<file path="config.mk">
export PLATFORM = sky130hd
export DESIGN_NAME = dma_req_ack
export DESIGN_NICKNAME = d
export VERILOG_FILES = /design/src/rtl/dra_pkg.sv /design/src/rtl/dra_ctrl.sv /design/src/rtl/dra_dpath.sv /design/src/rtl/dma_req_ack.sv
export SDC_FILE = /design/constraint.sdc
export NUM_CORES = 1
export LEC_CHECK = 0
export CORE_AREA = 5 5 42 44
export CTS_CLUSTER_SIZE = 28
export DETAILED_ROUTE_END_ITERATION = 10
export DIE_AREA = 0 0 47 49
export HOLD_SLACK_MARGIN = 0.03
export SLEW_MARGIN = 40
export SYNTH_ARGS = -nofsm -noshare
export SYNTH_HDL_FRONTEND = slang
export SYNTH_SLANG_ARGS = --single-unit
</file>
<file path="constraint.sdc">
create_clock -name clk -period 1 [get_ports clk]
set_clock_uncertainty 0.15 [all_clocks]
set_input_delay 0.15 -clock clk [delete_from_list [all_inputs] [get_ports clk]]
set_output_delay 0.15 -clock clk [all_outputs]
set_load 0.02 [all_outputs]
</file>
<file path="src/rtl/dra_pkg.sv">
package dra_pkg;
  // Field positions inside the control word.
  localparam int AUTO_BIT   = 9;
  localparam int ACKSEL_BIT = 8;
  localparam int ACKPOL_BIT = 7;
  localparam int EDGE_BIT   = 6;
  localparam int REQPOL_BIT = 5;

  typedef struct packed {
    logic autoReq;
    logic ackOnWrite;
    logic dackHigh;
    logic edgeMode;
    logic dreqHigh;
  } ctrlStrobe_t;
endpackage

</file>
<file path="src/rtl/dra_ctrl.sv">
module dra_ctrl
  import dra_pkg::*;
(
  input  logic                          clk,
  input  logic                          rstN,
  input  logic                          standbyIn,
  input  logic                          modStopIn,
  input  logic                          cfgWe,
  input  logic [AUTO_BIT:REQPOL_BIT]    cfgWrData,
  output ctrlStrobe_t                   strobe
);
  logic [AUTO_BIT:REQPOL_BIT] cfgReg;

  always_ff @(posedge clk or negedge rstN) begin
    if (!rstN) begin
      cfgReg <= '0;
    end else if (standbyIn) begin
      cfgReg <= '0;
    end else if (cfgWe && !modStopIn) begin
      cfgReg <= cfgWrData;
    end
  end

  always_comb begin
    strobe.autoReq    = cfgReg[AUTO_BIT];
    strobe.ackOnWrite = cfgReg[ACKSEL_BIT];
    strobe.dackHigh   = cfgReg[ACKPOL_BIT];
    strobe.edgeMode   = cfgReg[EDGE_BIT];
    strobe.dreqHigh   = cfgReg[REQPOL_BIT];
  end

  a_r11_standby_clear: assert property (@(posedge clk) disable iff (!rstN)
    standbyIn |=> (cfgReg == '0));

  a_r12_stop_holds: assert property (@(posedge clk) disable iff (!rstN)
    (modStopIn && !standbyIn) |=> $stable(cfgReg));
endmodule

</file>
<file path="src/rtl/dra_dpath.sv">
module dra_dpath
  import dra_pkg::*;
#(
  parameter int SYNC_STAGES = 2
) (
  input  logic        clk,
  input  logic        rstN,
  input  ctrlStrobe_t strobe,
  input  logic        chanEn,
  input  logic        dreqPin,
  input  logic        serReq,
  input  logic        rdPhase,
  input  logic        wrPhase,
  input  logic        singleAddr,
  output logic        xferReq,
  output logic        dackPin,
  output logic        devToMem
);
  localparam int LAST = SYNC_STAGES - 1;

  logic [LAST:0] syncQ;
  logic reqActive;
  logic prevActive;
  logic edgePulse;
  logic pinReq;
  logic moduleReq;
  logic ackWanted;

  // Synchronizer chain for the asynchronous request pin.
  genvar gi;
  generate
    for (gi = 0; gi < SYNC_STAGES; gi++) begin : g_sync
      if (gi == 0) begin : g_first
        always_ff @(posedge clk or negedge rstN) begin
          if (!rstN) syncQ[0] <= 1'b0;
          else       syncQ[0] <= dreqPin;
        end
      end else begin : g_next
        always_ff @(posedge clk or negedge rstN) begin
          if (!rstN) syncQ[gi] <= 1'b0;
          else       syncQ[gi] <= syncQ[gi-1];
        end
      end
    end
  endgenerate

  assign reqActive = strobe.dreqHigh ? syncQ[LAST] : ~syncQ[LAST];

  // Starts as "active" so no pulse can appear straight out of reset.
  always_ff @(posedge clk or negedge rstN) begin
    if (!rstN) prevActive <= 1'b1;
    else       prevActive <= reqActive;
  end

  assign edgePulse = reqActive & ~prevActive;
  assign pinReq    = strobe.edgeMode ? edgePulse : reqActive;
  assign moduleReq = pinReq | serReq;
  assign xferReq   = chanEn & (strobe.autoReq ? 1'b1 : moduleReq);

  always_comb begin
    if (singleAddr) ackWanted = rdPhase | wrPhase;
    else if (strobe.ackOnWrite) ackWanted = wrPhase;
    else ackWanted = rdPhase;
  end

  assign dackPin  = strobe.dackHigh ? ackWanted : ~ackWanted;
  assign devToMem = singleAddr & strobe.ackOnWrite;

  a_r4_single_pulse: assert property (@(posedge clk) disable iff (!rstN)
    edgePulse |=> !edgePulse);

  a_r7_enable_gate: assert property (@(posedge clk) disable iff (!rstN)
    !chanEn |-> !xferReq);

  a_r8_dack_idle: assert property (@(posedge clk) disable iff (!rstN)
    (!rdPhase && !wrPhase) |-> (dackPin == !strobe.dackHigh));

  a_r10_dual_no_dir: assert property (@(posedge clk) disable iff (!rstN)
    !singleAddr |-> !devToMem);

  a_r2_auto_follows_en: assert property (@(posedge clk) disable iff (!rstN)
    strobe.autoReq |-> (xferReq == chanEn));
endmodule

</file>
<file path="src/rtl/dma_req_ack.sv">
module dma_req_ack
  import dra_pkg::*;
#(
  parameter int SYNC_STAGES = 2
) (
  input  logic                       clk,
  input  logic                       rstN,
  input  logic                       standbyIn,
  input  logic                       modStopIn,
  input  logic                       cfgWe,
  input  logic [AUTO_BIT:REQPOL_BIT] cfgWrData,
  input  logic                       chanEn,
  input  logic                       dreqPin,
  input  logic                       serReq,
  input  logic                       rdPhase,
  input  logic                       wrPhase,
  input  logic                       singleAddr,
  output logic                       xferReq,
  output logic                       dackPin,
  output logic                       devToMem
);
  ctrlStrobe_t strobe;

  dra_ctrl u_ctrl (
    .clk       (clk),
    .rstN      (rstN),
    .standbyIn (standbyIn),
    .modStopIn (modStopIn),
    .cfgWe     (cfgWe),
    .cfgWrData (cfgWrData),
    .strobe    (strobe)
  );

  dra_dpath #(.SYNC_STAGES(SYNC_STAGES)) u_dpath (
    .clk        (clk),
    .rstN       (rstN),
    .strobe     (strobe),
    .chanEn     (chanEn),
    .dreqPin    (dreqPin),
    .serReq     (serReq),
    .rdPhase    (rdPhase),
    .wrPhase    (wrPhase),
    .singleAddr (singleAddr),
    .xferReq    (xferReq),
    .dackPin    (dackPin),
    .devToMem   (devToMem)
  );
endmodule

</file>
After elaboration in Yosys (flattened, before gate mapping)
Cells that the tools add are included.
Word-level totals
  output and inout bits: 3
  bits in registers: 8
  logic and storage cells: 23
Operators by class
  multiplexer cells: 8
  reduce and logical (&&, ||, !) cells: 3
  bitwise logic cells: 8
Operator list (number)
  5-bit two-way mux: 2
  1-bit two-way mux: 6
  1-bit bitwise AND: 3
  1-bit NOT: 3
  1-bit OR: 2
  2-bit nonzero test: 1
  1-bit logical AND: 1
  1-bit logical NOT: 1

Logic depth before layout (Yosys ltp)
  word-level depth: 7
  gate-level depth with buffers: 4

Hierarchy
From an unflattened synthesis, not the netlist that was laid out.
Second synthesis, totals
  cells, all modules: 34
  area, all modules: 397.9 um^2
Modules (own cells, without submodules)
  dra_ctrl: instances 1, seq. area each 125.1 um^2, cells each 21, area an instance 251.5 um^2
  dra_dpath: instances 1, seq. area each 76.3 um^2, cells each 13, area an instance 146.4 um^2

Least setup slack after synthesis
Ideal clock, no wire load.
  kind: flip-flop to output port
  start point: register u_ctrl.cfgReg (netlist bit u_ctrl.strobe[3])
  end point: output port dackPin
  stages on the path, launching flop included: 4
  slack: -0.356 ns
  path buffers: 0
  required time: 0.700 ns
  data arrival time: 1.056 ns
  cells stage by stage: dfrtp_1 -> o21a_1 -> o22ai_2 -> xor2_1
On the way
  cells in the longest elaborated chain, start to end: 4
Ends and longest elaborated chain
  start: declaration: line dra_ctrl.sv:12  | logic [AUTO_BIT:REQPOL_BIT] cfgReg;
  start signal: assignment: line dra_ctrl.sv:20  | cfgReg <= cfgWrData;
  1-bit two-way mux *: line dra_dpath.sv:62  | else if (strobe.ackOnWrite) ackWanted = wrPhase;
  1-bit two-way mux *: line dra_dpath.sv:61  | if (singleAddr) ackWanted = rdPhase | wrPhase;
  1-bit NOT: line dra_dpath.sv:66  | assign dackPin = strobe.dackHigh ? ackWanted : ~ackWanted;
  1-bit two-way mux *: line dra_dpath.sv:66
  end: declaration: line dma_req_ack.sv:19  | output logic dackPin,
Every way passes the cells marked *; elsewhere a longest branch is shown, timed or not.

Final worst setup path
Same ends and word-level chain as after synthesis.

==> flow_summary.toml <==
[timing]
worst_slew_pin_slew_ns = 0.209
finalWorstPathRequiredPeriod_ns = 1.56
setup-violations-final = 3
hold-worst-slack_ns = 0.0523
achievable-frequency_mhz = 641
slew_headroom = 0.860
timing_max_transition_violations_final = 0
post-route-worst-setup-slack_ns = -0.560
final-hold-violation-count = 0
setup_repair_after_global_routing_missed_its_margin = "true"
finalCritPeriodShare = 1.56

[die]
dieArea_mm2 = 0.00230
rows = 14
area_inside_the_core_boundary_mm2 = 0.00140
initial_utilization = 0.257
die_span_x_um = 47
chip_height_um = 49
boundaryPins = 19

[setup_path]
crit-reg2reg-launch = "u_ctrl.strobe[0]$_DFFE_PN0P_"
timing.setup.critical_path_class = "register to output port"
reg2reg_depth = 2
r2r-end = "u_dpath.prevActive$_DFF_PN1_"
regToRegSetupSlack_ns = 0.11
crit_path_max_fanout = 4
critical_path.startpoint_type = "register"
worst-endpoint-required_ns = 0.70
crit_arrival_ns = 1.26
crit_path_end_kind = "output port"

[cts]
tritoncts = "built"
clock_tree.root_cell = "clkbuf_4"
cts_post_setup_buffers_inserted = 0
clock_latency_ns = 0.25
clkTransAtPathRegs_ns = 0.06
bufs_on_longest_clock_path = 2
hold_bufs_inserted_after_cts = 0
cts-buffers-inserted = 3
clkSinkCount = 8
htree_levels = 1

[synthesis]
synthMostInstantiatedCell = "dfrtp_1"
synth.yosys.warnings = 0
synth.cell_area_um2 = 360
number_of_flip_flops_and_latches_in_the_synthesized_netlist = 8
synthesis.area_per_instance_um2 = 12.0
synth_top_cell_by_area = "dfrtp_1"
cell_variety_after_synth = 14
async_flop_share = 1.00
synth_largest_type_area_fraction = 0.486
synth_flop_cell = "dfrtp_1"
synth.yosys.seq_area_share = 0.559
yosys-top-cells-count = "7 x dfrtp_1, 6 x nor2_1, 5 x mux2i_1"
postSynthCellCount = 30
synth_top_cells_by_area = "dfrtp_1 49%, mux2i_1 14%, dfstp_2 7.3%, nor2_1 6.3%, o22ai_2 3.5%"
synth_enable_flop_cells = 0
synthesis.nets = 46

[hold_path]
classification_of_the_worst_slack_hold_path = "input pin to async pin"

[global_routing]
groute.usage.overall = 0.0778
largest_net_degree_at_the_start_of_global_routing = 9
grt_pass1_wl_um = 1210
overflow = 0
number_of_global_route_vias_before_repair = 280
initial_antenna_violation_count = 0

[detailed_routing]
route.detailed.drc = 0
detail_route.wirelength_um = 718
drt-wirelength-per-cell_um = 10.1
drt_pre_antenna_iters = 2
detail_route.iter0.violations = 1
avgViaCountPerCell = 4.23
total_via_count_in_the_routed_design = 300
ant_nets = 0

[power_and_ir_drop]
total_leakage_power_nw = 0.293
irDropWorstVdd_v = 0.000730
total_power_uw = 798
pwr_density_cell_mw_per_mm2 = 1220

[finish]
insertedDiodeCount = 0
finalNetCount = 72
layout-area-overhead-vs-synth_pct = 81.6
layout.core_utilization = 0.467
fraction_of_final_layout_cells_with_drive_strength_greater_than_1 = 0.309

[job]
maxCapViolations = 0

[outcome]
outcome = "finished with violations"
violations = "setup timing"

[place]
place_congestion = 0.623
port_buffers = 18
placed cells by master, fill, tap and decap left out, drive strengths merged:
| cell | instances |
|---|---|
| mux2i | 5 |
| nor2b | 1 |
| dfrtp | 7 |
| dfstp | 1 |
| nand2 | 2 |
| nand2b | 1 |
| dlygate4sd2 | 2 |
| xor2 | 1 |
| o21a | 1 |
| a21boi | 1 |
| clkbuf | 4 |
| xnor2 | 1 |
| nor2 | 6 |
| clkdlybuf4s50 | 13 |
| and2 | 1 |
| buf | 7 |
| o22ai | 1 |
final cells by class:
| cell class | instances | area, um^2 |
|---|---|---|
| timing repair buffer | 22 | 228 |
| multi-input combinational | 21 | 179 |
| tap | 16 | 20.0 |
| clock buffer | 4 | 26.3 |
| sequential | 8 | 201 |
| fill | 151 | 747 |
registers in the layout, summed over array words and instances, names as in the netlist:
signal,cells
u_ctrl.strobe,5
u_dpath.prevActive,1
u_dpath.syncQ,2
critical path, cell delays in order (launching register included):
cell and delay [ns]:
dfrtp_1 0.40, o21a_1 0.18, o22ai_2 0.13, xor2_2 0.16, buf_6 0.13
worst max path at each step:
stage                                            start       to
after floorplan           u_ctrl.strobe[3]$_DFFE_PN0P_  dackPin
after global placement                      singleAddr  dackPin
after detailed placement                    singleAddr  dackPin
after CTS                 u_ctrl.strobe[3]$_DFFE_PN0P_  dackPin
after global routing      u_ctrl.strobe[3]$_DFFE_PN0P_  dackPin
final                     u_ctrl.strobe[3]$_DFFE_PN0P_  dackPin
timing repair:
item                       CTS  global route
resized for setup           22             1
setup endpoints to repair    8             3
pin swaps                    2             0
report_power, final:
part,switching (mW),internal (mW)
sequential,0.0101,0.344
combinational,0.0638,0.118
clock,0.109,0.153
total,0.183,0.615
layer usage:
metal / up-vias / GRT usage / wire length [um]
met1: 138 / 0.0803 / 258
met4: 0 / 0.0415 / 12
li1: 148 / - / -
met2: 10 / 0.111 / 379
met3: 4 / 0.0590 / 67
met5: - / 0 / 0
logic make-up (layout without fill, tap and decap cells):
logic type | Yosys count | after routing | synth area share
compound gates | 3 | 3 | 0.0764
xor+xnor | 2 | 2 | 0.0486
buf+inv | 1 | 26 | 0.0312
flops | 8 | 8 | 0.559
mux | 5 | 5 | 0.139
simple gates | 11 | 11 | 0.146
through the flow:
step                worst slack [ns]  TNS [ns]  cell area [um^2]  instances
global route                  -0.661     -1.56               654         71
detailed placement            -0.994     -4.36               611         67
floorplan                     -0.244    -0.381               379         30
finish                        -0.560     -1.30               654         71
CTS                           -0.578     -1.35               651         71
global placement              -0.972     -4.29               611         67
(Power assumes the default switching activity.)
